===== config.mk =====
export PLATFORM = sky130hd
export DESIGN_NAME = wsb_bridge
export DESIGN_NICKNAME = d
export VERILOG_FILES = /design/src/rtl/wsb_pkg.sv /design/src/rtl/wsb_datapath.sv /design/src/rtl/wsb_control.sv /design/src/rtl/wsb_bridge.sv
export SDC_FILE = /design/constraint.sdc
export NUM_CORES = 1
export LEC_CHECK = 0
export BUFFER_PORTS_ARGS = -buffer_cell sky130_fd_sc_hd__buf_2
export CAP_MARGIN = 20
export CORE_ASPECT_RATIO = 1.5
export CORE_UTILIZATION = 45
export CTS_CLUSTER_DIAMETER = 60
export DETAILED_ROUTE_END_ITERATION = 10
export GPL_TIMING_DRIVEN = 1
export PLACE_DENSITY = 0.68
export SLEW_MARGIN = 20
export SYNTH_ARGS = -nofsm -noshare
export SYNTH_HDL_FRONTEND = slang
export SYNTH_SLANG_ARGS = --single-unit

===== constraint.sdc =====
create_clock -name clk -period 2.2 [get_ports clk]
set_input_delay 0.44 -clock clk [delete_from_list [all_inputs] [get_ports clk]]
set_output_delay 0.44 -clock clk [all_outputs]
set_load 0.1 [all_outputs]

===== src/rtl/wsb_pkg.sv =====
package wsb_pkg;
  localparam int WORD_W = 32;
  localparam int BYTE_W = 8;
  localparam int ADDR_W = 24;
  localparam int BYTES_PER_WORD = WORD_W / BYTE_W;
  localparam int CNT_W = $clog2(BYTES_PER_WORD);

  localparam logic [BYTE_W-1:0] CMD_POKE  = 8'h00;
  localparam logic [BYTE_W-1:0] CMD_SLEEP = 8'h01;
  localparam logic [BYTE_W-1:0] CMD_PEEK  = 8'h08;

  typedef struct packed {
    logic takeByte;
    logic sendByte;
    logic clrCnt;
    logic latchAddr;
    logic latchWr;
    logic latchRd;
    logic loadDelay;
    logic runDelay;
  } strobes_t;
endpackage


===== src/rtl/wsb_datapath.sv =====
module wsb_datapath
  import wsb_pkg::*;
#(
  parameter int CLK_HZ = 100_000_000
) (
  input  logic              clk,
  input  logic              rstN,
  input  strobes_t          st,
  input  logic [BYTE_W-1:0] inData,
  input  logic [WORD_W-1:0] busRdData,
  output logic              lastByte,
  output logic [BYTE_W-1:0] cmdCode,
  output logic              delayDone,
  output logic [ADDR_W-1:0] busAddr,
  output logic [WORD_W-1:0] busWrData,
  output logic [BYTE_W-1:0] outData
);
  localparam int TICK_DIV = (CLK_HZ / 1_000_000 < 1) ? 1 : CLK_HZ / 1_000_000;
  localparam int PRE_W = $clog2(TICK_DIV + 1);

  logic [WORD_W-1:0] asmWord;
  logic [WORD_W-1:0] asmNext;
  logic [CNT_W-1:0]  byteCnt;
  logic [WORD_W-1:0] respWord;
  logic [WORD_W-1:0] delayUs;
  logic [PRE_W-1:0]  preCnt;

  assign asmNext   = {inData, asmWord[WORD_W-1:BYTE_W]};
  assign cmdCode   = asmNext[WORD_W-1:WORD_W-BYTE_W];
  assign lastByte  = (byteCnt == CNT_W'(BYTES_PER_WORD - 1));
  assign delayDone = (delayUs == '0);
  assign outData   = respWord[BYTE_W-1:0];

  always_ff @(posedge clk or negedge rstN) begin
    if (!rstN) begin
      asmWord <= '0;
      byteCnt <= '0;
    end else begin
      if (st.takeByte) asmWord <= asmNext;
      if (st.clrCnt) byteCnt <= '0;
      else if (st.takeByte || st.sendByte) byteCnt <= byteCnt + 1'b1;
    end
  end

  always_ff @(posedge clk or negedge rstN) begin
    if (!rstN) begin
      busAddr   <= '0;
      busWrData <= '0;
      respWord  <= '0;
    end else begin
      if (st.latchAddr) busAddr <= asmNext[ADDR_W-1:0];
      if (st.latchWr) busWrData <= asmNext;
      if (st.latchRd) respWord <= busRdData;
      else if (st.sendByte) respWord <= {{BYTE_W{1'b0}}, respWord[WORD_W-1:BYTE_W]};
    end
  end

  always_ff @(posedge clk or negedge rstN) begin
    if (!rstN) begin
      delayUs <= '0;
      preCnt  <= '0;
    end else if (st.loadDelay) begin
      delayUs <= asmNext;
      preCnt  <= '0;
    end else if (st.runDelay) begin
      if (preCnt == PRE_W'(TICK_DIV - 1)) begin
        preCnt  <= '0;
        delayUs <= delayUs - 1'b1;
      end else begin
        preCnt <= preCnt + 1'b1;
      end
    end
  end
endmodule


===== src/rtl/wsb_control.sv =====
module wsb_control
  import wsb_pkg::*;
(
  input  logic              clk,
  input  logic              rstN,
  input  logic              sessRst,
  input  logic              inValid,
  input  logic              outReady,
  input  logic              busRdValid,
  input  logic              lastByte,
  input  logic [BYTE_W-1:0] cmdCode,
  input  logic              delayDone,
  output strobes_t          st,
  output logic              inReady,
  output logic              outValid,
  output logic              busWrEn,
  output logic              busRdEn
);
  typedef enum logic [2:0] {
    S_HDR, S_ARG, S_WR, S_RD, S_RESP, S_SLEEP, S_HALT
  } state_t;

  state_t state, stateNext;
  logic argSleep, argSleepNext;

  assign inReady  = (state == S_HDR) || (state == S_ARG);
  assign outValid = (state == S_RESP);
  assign busWrEn  = (state == S_WR);
  assign busRdEn  = (state == S_RD);

  always_comb begin
    st = '0;
    stateNext = state;
    argSleepNext = argSleep;
    if (sessRst) begin
      st.clrCnt = 1'b1;
      stateNext = S_HDR;
    end else begin
      unique case (state)
        S_HDR: if (inValid) begin
          st.takeByte = 1'b1;
          if (lastByte) begin
            st.clrCnt = 1'b1;
            st.latchAddr = 1'b1;
            if (cmdCode == CMD_POKE) begin
              stateNext = S_ARG;
              argSleepNext = 1'b0;
            end else if (cmdCode == CMD_SLEEP) begin
              stateNext = S_ARG;
              argSleepNext = 1'b1;
            end else if (cmdCode == CMD_PEEK) begin
              stateNext = S_RD;
            end else begin
              stateNext = S_HALT;
            end
          end
        end
        S_ARG: if (inValid) begin
          st.takeByte = 1'b1;
          if (lastByte) begin
            st.clrCnt = 1'b1;
            if (argSleep) begin
              st.loadDelay = 1'b1;
              stateNext = S_SLEEP;
            end else begin
              st.latchWr = 1'b1;
              stateNext = S_WR;
            end
          end
        end
        S_WR: stateNext = S_HDR;
        S_RD: if (busRdValid) begin
          st.latchRd = 1'b1;
          stateNext = S_RESP;
        end
        S_RESP: if (outReady) begin
          st.sendByte = 1'b1;
          if (lastByte) begin
            st.clrCnt = 1'b1;
            stateNext = S_HDR;
          end
        end
        S_SLEEP: begin
          if (delayDone) stateNext = S_HDR;
          else st.runDelay = 1'b1;
        end
        default: stateNext = S_HALT;
      endcase
    end
  end

  always_ff @(posedge clk or negedge rstN) begin
    if (!rstN) begin
      state <= S_HDR;
      argSleep <= 1'b0;
    end else begin
      state <= stateNext;
      argSleep <= argSleepNext;
    end
  end
endmodule


===== src/rtl/wsb_bridge.sv =====
module wsb_bridge
  import wsb_pkg::*;
#(
  parameter int CLK_HZ = 100_000_000
) (
  input  logic        clk,
  input  logic        rstN,
  input  logic        sessRst,
  input  logic        inValid,
  input  logic [7:0]  inData,
  output logic        inReady,
  output logic        outValid,
  output logic [7:0]  outData,
  input  logic        outReady,
  output logic        busWrEn,
  output logic        busRdEn,
  output logic [23:0] busAddr,
  output logic [31:0] busWrData,
  input  logic [31:0] busRdData,
  input  logic        busRdValid
);
  strobes_t          st;
  logic              lastByte;
  logic [BYTE_W-1:0] cmdCode;
  logic              delayDone;

  wsb_control i_control (
    .clk(clk), .rstN(rstN), .sessRst(sessRst), .inValid(inValid),
    .outReady(outReady), .busRdValid(busRdValid), .lastByte(lastByte),
    .cmdCode(cmdCode), .delayDone(delayDone), .st(st), .inReady(inReady),
    .outValid(outValid), .busWrEn(busWrEn), .busRdEn(busRdEn)
  );

  wsb_datapath #(.CLK_HZ(CLK_HZ)) i_datapath (
    .clk(clk), .rstN(rstN), .st(st), .inData(inData), .busRdData(busRdData),
    .lastByte(lastByte), .cmdCode(cmdCode), .delayDone(delayDone),
    .busAddr(busAddr), .busWrData(busWrData), .outData(outData)
  );
endmodule


==> impl_metrics.json, run 1 <==
{
  "r2r-end": "i_datapath.preCnt[5]",
  "ys.flop_type": "dfrtp_1",
  "dp_hpwl_mm": 12.1,
  "synthArstFlopShare_pct": 100,
  "synth_edf_count": 0,
  "fmax_mhz": 430,
  "hold_path.class": "input port to register",
  "critical_path_arrival_ns": 2.63,
  "die_h_um": 158,
  "critical_path_class": "register to register",
  "start_util_pct": 46.6,
  "row_count": 56,
  "grt_pass1_wl_mm": 29.0,
  "critPathLaunch": "i_datapath.delayUs[28]",
  "crit_end": "i_datapath.preCnt[5]",
  "grt_remaining_overflow": 0,
  "tightest_slew_ns": 0.496,
  "ant_nets": 0,
  "avgSynthCellArea_um2": 11.5,
  "synth.area.top_cells": "dfrtp_1, mux2_2, nand2_1, mux2i_1, o21ai_0",
  "gp_congestion": 0.845,
  "die-area_um2": 16800,
  "reg2reg_from": "i_datapath.delayUs[28]",
  "clock-sinks": 157,
  "htree_levels": 4,
  "viasPerCell": 5.65,
  "drv_slew": 0,
  "synth-xor-area-share_pct": 0.596,
  "power_uw": 8830,
  "powerDensity_nw_per_um2": 939,
  "cap_violations": 0,
  "setup_violations": 21,
  "ios": 114,
  "startpoint_type": "register",
  "synth-adder-area-share_pct": 0.511,
  "ir_worst_vdd_v": 0.000895,
  "reg2reg_depth": 7,
  "cts_tree": "built",
  "hold_slack_ns": 0.229,
  "wire_per_inst_um": 17.5,
  "path_max_fanout": 11,
  "drive_gt1_share_pct": 44.6,
  "p_leak_uw": 0.00487,
  "fin_crit_ns": 2.32,
  "synth_compound_area_share_pct": 10.3,
  "clk_pin_slew_ns": 0.06,
  "synth_most_common_cell": "dfrtp_1",
  "n_antenna_cell": 0,
  "grt_start_max_net_pins": 66,
  "clock-skew-final_ns": 0.0149,
  "initialDrtViolationCount": 304,
  "antenna_found_initial": 0,
  "core_um2": 15800,
  "via_count": 5729,
  "synth_top_area_share_pct": 53.5,
  "synth_seq_cells": 157,
  "relSlewSlack_pct": 67.2,
  "rrSetupSlack_ns": -0.12,
  "setup_ws_ns": -0.124,
  "hold_viol_final": 0,
  "synthSimpleGateAreaFrac_pct": 14.8,
  "synth_mux_area_share_pct": 16.3,
  "netlist_top_cells_count": "dfrtp_1, mux2_2, nand2_1",
  "synthToLayoutAreaGrowth_pct": 28.2,
  "synth_top_family_by_area": "multiplexers",
  "violations": "negative setup slack",
  "track_usage_pct": 22.1,
  "grt_pass1_vias": 5917,
  "drt_wl_total_mm": 17.8,
  "synth_cell_type_count": 62,
  "root_buffer": "clkbuf_16",
  "synth_largest_area_cell": "dfrtp_1",
  "fin_nets": 847,
  "port_buffers": 113,
  "crit_required_ns": 2.51,
  "netlist_area_um2": 7340,
  "min_period_over_period_pct": 106,
  "synth_warnings": 0,
  "cp-end-kind": "register",
  "syn_nets": 690,
  "dp_slack_ns": -0.140,
  "syn_inst": 641,
  "clock_latency_ns": 0.42,
  "first_pass_iters": 4,
  "die_w_um": 106,
  "yosysSeqAreaShare_pct": 53.5,
  "cts_buffers": 17,
  "cts_buffer_depth": 2,
  "outcome": "finished with violations",
  "route.detailed.drc": 0,
  "rsz0062_at_grt": "yes"
}
-- worst max-delay path, stage by stage (launching register included) --
cell,delay [ns]
dfrtp_1,0.37
or4_4,0.53
or4_4,0.48
buf_4,0.17
o31ai_4,0.20
buf_12,0.16
nor3_2,0.04
o221a_2,0.26
-- sequential cells by signal, summed over array words and instances, names as in the netlist --
name                  flops
i_control.argSleep        1
i_control.state           3
i_datapath.asmWord       24
i_datapath.busAddr       24
i_datapath.busWrData     32
i_datapath.byteCnt        2
i_datapath.delayUs       32
i_datapath.preCnt         7
i_datapath.respWord      32
-- how the worst min path moves through the flow --
| stage | from | slack [ns] | end | depth (start not counted) |
|---|---|---|---|---|
| global route | busRdData[21] | 0.23 | i_datapath.respWord[21] | 3 |
| detailed placement | rstN | 0.37 | i_datapath.respWord[0] | 1 |
| global placement | rstN | 0.38 | i_datapath.respWord[1] | 1 |
| floorplan | rstN | 0.14 | i_control.argSleep | 0 |
| CTS | busRdData[1] | 0.21 | i_datapath.respWord[1] | 3 |
| finish | busRdData[1] | 0.23 | i_datapath.respWord[1] | 3 |
-- cell type report --
type,instances,area [um2]
clock buffers,19,443
multi-input cells,431,3360
clock inverters,13,168
flip-flops and latches,157,3930
fillers,1241,6350
inverters,6,22.5
repair buffers,185,1240
well taps,203,254
-- per-stage QoR --
stage / std cells / TNS, ns / util, % / area, um2
floorplan: 641 / -1.68 / - / 7440
global placement: 968 / -0.867 / 54.0 / 8510
detailed placement: 968 / -1.75 / 54.0 / 8510
CTS: 1011 / -1.34 / 58.9 / 9290
global route: 1014 / -2.70 / 59.7 / 9410
finish: 1014 / -1.01 / 59.7 / 9410
-- cells by family after synthesis --
family	Yosys count
and+or+nand+nor	203
DFF	157
AOI/OAI and AO/OA	111
muxes	109
buffers and inverters	53
xor gates and xnor gates	5
adders and majority gates	3
-- metal layers --
layer	track usage, %	wire, um	share of wire [%]
met1	25.0	7210	41
met2	39.5	9360	53
met3	4.01	714	4.0
met4	11.2	497	2.8
met5	0	0	0
-- cell usage in the layout, fill, tap and decap left out, types with 16 or more instances in the layout --
cell type,instances
buf_4,54
mux2i_1,26
buf_2,113
dfrtp_1,156
nand2_1,75
nor2_1,17
mux2_2,83
clkbuf_16,17
o21ai_0,44
or3_1,17
nand3_1,16
-- repair_timing --
item                       4_1_cts  5_1_grt
pin swaps                        8       20
gates resized for setup         17       34
setup endpoints to repair       30       40
cloned                           3        0
hold endpoints to repair        35        0
setup buffers                    7        5
hold buffers                     1        0
-- report_power, final --
| group | switching (uW) | internal (uW) | total, uW | leakage [uW] |
|---|---|---|---|---|
| Combinational | 1490 | 572 | 2070 | 0.00244 |
| Clock | 1270 | 1750 | 3030 | 0.000297 |
| Sequential | 469 | 3270 | 3740 | 0.00214 |
(Power assumes the default switching activity.)
==> run 2, diff against run 1 <==
- BUFFER_PORTS_ARGS: -buffer_cell sky130_fd_sc_hd__buf_2 -> -buffer_cell sky130_fd_sc_hd__clkbuf_2
==> impl_metrics.json, run 2 (same netlist as run 1, synthesis figures left out) <==
{
  "outcome": "finished with violations",
  "violations": "negative setup slack",
  "first_pass_iters": 4,
  "p_leak_uw": 0.00481,
  "setup_ws_ns": -0.156,
  "clock-skew-final_ns": 0.0112,
  "crit_required_ns": 2.50,
  "clock-sinks": 157,
  "dp_hpwl_mm": 12.1,
  "power_uw": 8690,
  "die_w_um": 106,
  "p_sw_uw": 3290,
  "viasPerCell": 5.57,
  "hold_viol_final": 0,
  "die-area_um2": 16800,
  "internal_power_uw": 5390,
  "grt_start_max_net_pins": 64,
  "clk_pin_slew_ns": 0.06,
  "core_um2": 15800,
  "utilization_pct": 59.4,
  "top_regs": "i_datapath.busWrData: 32 flops, i_datapath.delayUs: 32 flops, i_datapath.respWord: 32 flops",
  "grt_remaining_overflow": 0,
  "antenna_found_initial": 0,
  "min_period_over_period_pct": 107,
  "r2r-end": "i_datapath.preCnt[5]",
  "rrSetupSlack_ns": -0.16,
  "cp-end-kind": "register",
  "cts_buffers": 17,
  "layout_commonest_cell": "dfrtp_1",
  "critical_path_arrival_ns": 2.66,
  "drive_gt1_share_pct": 44.4,
  "n_antenna_cell": 0,
  "relSlewSlack_pct": 63.0,
  "cts_tree": "built",
  "dp_slack_ns": -0.170,
  "fmax_mhz": 424,
  "final_cell_mix": "dfrtp_1, clkbuf_2, mux2_2, nand2_1, buf_4",
  "cts_buffer_depth": 2,
  "drt_wl_total_mm": 17.5,
  "powerDensity_nw_per_um2": 928,
  "start_util_pct": 46.6,
  "ant_nets": 0,
  "hold_path.class": "input port to register",
  "path_max_fanout": 13,
  "fin_crit_ns": 2.36,
  "synthToLayoutAreaGrowth_pct": 27.5,
  "rsz0062_at_grt": "yes",
  "p_clk_share_pct": 33.0,
  "reg2reg_from": "i_datapath.delayUs[28]",
  "htree_levels": 4,
  "p_seq_share_pct": 43.2,
  "switching_share_pct": 37.9,
  "hold_depth": 3,
  "route.detailed.drc": 0,
  "drv_slew": 0,
  "reg2reg_depth": 7,
  "critical_path_class": "register to register",
  "grt_pass1_vias": 5631,
  "gp_congestion": 0.844,
  "port_buffers": 113,
  "via_count": 5645,
  "tightest_slew_ns": 0.558,
  "grt_pass1_wl_mm": 28.2,
  "row_count": 56,
  "fin_nets": 847,
  "startpoint_type": "register",
  "track_usage_pct": 21.2,
  "ir_worst_vdd_v": 0.00105,
  "min_to": "i_datapath.respWord[3]",
  "hp-start": "busRdData[3]",
  "die_h_um": 158,
  "setup_violations": 37,
  "root_buffer": "clkbuf_16",
  "wire_per_inst_um": 17.2,
  "clock_latency_ns": 0.42,
  "initialDrtViolationCount": 308,
  "comb_power_share_pct": 23.8,
  "ios": 114,
  "cap_violations": 0
}
-- run 2: changes by cell type in the layout (fill, tap and decap cells not counted), sizes merged --
cell / change
bufinv: -2
clkinv: +1
inv: +1
buf: -110
clkbuf: +109
clkinvlp: +1
-- run 2: layer usage --
| metal | global-route usage, % | part of all wire, % | up-vias |
|---|---|---|---|
| met2 | 38.5 | 52 | 148 |
| li1 | - | - | 2655 |
| met4 | 8.00 | 2.6 | 0 |
| met3 | 3.44 | 3.6 | 35 |
| met1 | 25.1 | 41 | 2807 |
| met5 | 0 | 0 | - |
-- run 2: power groups by stage --
stage	sequential (uW)	combinational (uW)	clock, uW
after floorplan	4260	997	0
after global placement	3780	2030	0
after detailed placement	3810	2070	0
after CTS	3760	2080	2920
after global routing	3820	2170	3040
final	3750	2060	2870
-- run 2: worst max path at each step --
stage                                start                     to  slack (ns)  depth (start not counted)
detailed placement  i_datapath.delayUs[28]  i_datapath.delayUs[2]       -0.17                          6
floorplan               i_control.state[2]               outValid       -0.31                          3
global route        i_datapath.delayUs[28]   i_datapath.preCnt[6]       -0.21                          7
CTS                 i_datapath.delayUs[28]   i_datapath.preCnt[5]       -0.14                          7
finish              i_datapath.delayUs[28]   i_datapath.preCnt[5]       -0.16                          7
global placement    i_datapath.delayUs[28]  i_datapath.delayUs[2]       -0.11                          6
-- run 2: through the flow --
step | setup TNS, ns | std cells | cell area, um2 | hold WS (ns)
final | -2.14 | 1014 | 9360 | 0.237
after global routing | -5.02 | 1014 | 9360 | 0.235
after CTS | -2.22 | 1006 | 9190 | 0.224
after detailed placement | -2.22 | 965 | 8500 | 0.389
after global placement | -0.912 | 965 | 8500 | 0.387
after floorplan | -1.68 | 641 | 7440 | 0.144
-- run 2: final cells by class --
class / count / area (um2)
sequential: 157 / 3930
timing repair buffer: 185 / 1250
inverter: 6 / 22.5
fill: 1339 / 6410
multi-input combinational: 431 / 3320
tap: 203 / 254
clock buffer: 18 / 439
clock inverter: 14 / 145
-- run 2: critical path, cell delays in order (launching register included) --
cell,delay (ns)
dfrtp_1,0.38
or4_4,0.54
or4_4,0.49
buf_4,0.17
o31ai_4,0.20
buf_12,0.16
nor3_2,0.04
o221a_2,0.26
-- run 2: repair_timing --
item	CTS	global route
pin swaps	4	10
endpoints found under the hold margin	38	0
hold buffers	1	0
gates cloned	1	0
gates resized for setup	11	28
buffers inserted	7	8
setup endpoints to repair	33	39
==> run 3, diff against run 2 <==
- CORE_UTILIZATION: 45 -> 51
- PLACE_DENSITY: 0.68 -> 0.76
- TNS_END_PERCENT: unset -> 50
==> impl_metrics.json, run 3 (same netlist as run 1, synthesis figures left out) <==
{
  "outcome": "finished with violations",
  "violations": "negative setup slack",
  "clock-skew-final_ns": 0.0145,
  "rrSetupSlack_ns": -0.1,
  "utilization_pct": 65.8,
  "first_pass_iters": 4,
  "clock-sinks": 157,
  "grt_remaining_overflow": 0,
  "die-area_um2": 14900,
  "ir_worst_vdd_v": 0.00105,
  "hold_slack_ns": 0.238,
  "viasPerCell": 5.69,
  "drt_wl_total_mm": 17.7,
  "ios": 114,
  "critPathLaunch": "i_datapath.delayUs[28]",
  "reg2reg_depth": 6,
  "port_buffers": 113,
  "regArea_um2": 3930,
  "dp_hpwl_mm": 12.3,
  "switching_share_pct": 36.7,
  "ant_nets": 0,
  "die_h_um": 149,
  "min_period_over_period_pct": 104,
  "layout_commonest_cell": "dfrtp_1",
  "p_clk_share_pct": 32.3,
  "powerDensity_nw_per_um2": 935,
  "htree_levels": 4,
  "p_seq_share_pct": 43.6,
  "row_count": 53,
  "comb_power_share_pct": 24.1,
  "clk_pin_slew_ns": 0.06,
  "cp.depth": 6,
  "top_regs": "i_datapath.busWrData: 32 flops, i_datapath.delayUs: 32 flops, i_datapath.respWord: 32 flops",
  "route.detailed.drc": 0,
  "track_usage_pct": 25.0,
  "crit_end": "i_datapath.delayUs[19]",
  "initialDrtViolationCount": 276,
  "slowest_delay_ns": 0.54,
  "crit_top_cell": "or4_4",
  "p_leak_uw": 0.00476,
  "grt_pass1_vias": 5878,
  "r2r-end": "i_datapath.delayUs[19]",
  "cts_buffers": 17,
  "die_w_um": 100,
  "setup_ws_ns": -0.0975,
  "reg2reg_from": "i_datapath.delayUs[28]",
  "crit_required_ns": 2.51,
  "hold_viol_final": 0,
  "cp-end-kind": "register",
  "fin_nets": 846,
  "wire_per_inst_um": 17.7,
  "multi_input_area_um2": 3300,
  "drv_slew": 0,
  "final_cell_mix": "dfrtp_1, clkbuf_2, mux2_2, nand2_1, buf_4",
  "rsz0062_at_grt": "yes",
  "grt_pass1_wl_mm": 28.8,
  "tightest_slew_ns": 0.556,
  "fmax_mhz": 435,
  "grt_start_max_net_pins": 64,
  "critPathBufInv": 1,
  "critical_path.cell_chain": "or4_4, or4_4, o31ai_4, buf_12, nor3_1, a211o_1",
  "internal_power_uw": 5480,
  "path_max_fanout": 14,
  "crit_slowest_cell": "or4_4",
  "fin_crit_ns": 2.30,
  "clock_latency_ns": 0.43,
  "p_sw_uw": 3180,
  "via_count": 5695,
  "critical_path_arrival_ns": 2.60,
  "setup_violations": 28,
  "core_um2": 14100,
  "startpoint_type": "register",
  "start_util_pct": 52.2,
  "critical_path_class": "register to register",
  "hold_path.class": "input port to register",
  "cts_tree": "built",
  "synthToLayoutAreaGrowth_pct": 26.1,
  "nFillCells": 1085,
  "path_delay_family": "simple AND/OR/NAND/NOR gates",
  "root_buffer": "clkbuf_16",
  "n_antenna_cell": 0,
  "cts_buffer_depth": 2,
  "drive_gt1_share_pct": 44.3,
  "cap_violations": 0,
  "gp_congestion": 0.892,
  "antenna_found_initial": 0,
  "relSlewSlack_pct": 63.1
}
==> run 3: cell types whose count changed in the layout (fill, tap and decap cells not counted), moves of 3 or more <==
cell	previous run	this run
buf_4	57	61
inv_8	4	0
or4_2	5	9
buf_12	8	5
nand2_2	0	3
nor3_1	7	10
nor3_2	4	1
==> run 3: what timing repair did <==
item,in CTS,in global routing
pin swaps,8,19
setup buffers,2,5
endpoints found under the setup margin,34,40
gates resized for setup,18,33
hold buffers,1,0
endpoints found under the hold margin,41,0
cloned,1,0
==> run 3: worst reg2reg max path: stages (launching register included) <==
cell     delay (ns)
dfrtp_1        0.38
or4_4          0.54
or4_4          0.50
o31ai_4        0.27
buf_12         0.18
nor3_1         0.06
a211o_1        0.26
==> run 3: worst min-delay path by stage <==
| stage | start | end | slack, ns | depth (start not counted) |
|---|---|---|---|---|
| detailed placement | rstN | i_datapath.respWord[0] | 0.40 | 1 |
| global placement | rstN | i_datapath.respWord[0] | 0.40 | 1 |
| global route | busRdData[18] | i_datapath.respWord[18] | 0.23 | 3 |
| CTS | busRdData[18] | i_datapath.respWord[18] | 0.22 | 3 |
| finish | busRdData[7] | i_datapath.respWord[7] | 0.24 | 3 |
| floorplan | rstN | i_control.argSleep | 0.14 | 0 |
==> run 3: stage by stage <==
step           power, uW  std cells  setup TNS, ns  area [um2]  worst slack [ns]
2_1_floorplan       5260        641          -1.74        7360            -0.308
3_3_place_gp        5800        961         -0.721        8440            -0.131
3_5_place_dp        5880        961          -1.55        8440            -0.138
4_1_cts             8720        996         -0.855        9110           -0.0955
5_1_grt             8970       1001          -4.21        9260            -0.155
6_report            8660       1001          -1.16        9260           -0.0975
==> run 3: power by group through the flow <==
stage | clock, uW | combinational, uW | sequential (uW)
after floorplan | 0 | 997 | 4260
after global routing | 2970 | 2180 | 3820
final | 2800 | 2080 | 3770
after global placement | 0 | 2020 | 3790
after detailed placement | 0 | 2070 | 3810
after CTS | 2860 | 2100 | 3770
==> run 3: area by class of cell <==
type	instances	share of cell area [%]
timing repair buffer	184	12.9
multi-input combinational	431	35.7
clock inverter	10	1.11
clock buffer	21	4.97
sequential	157	42.4
inverter	6	0.243
tap	192	2.60
==> run 3: routing by layer <==
layer / track usage (%) / vias to the layer above / share of wire, %
met3: 4.69 / 50 / 3.7
met1: 28.5 / 2816 / 40
met5: 0 / - / 0
li1: - / 2660 / -
met2: 44.0 / 169 / 53
met4: 13.4 / 0 / 3.9
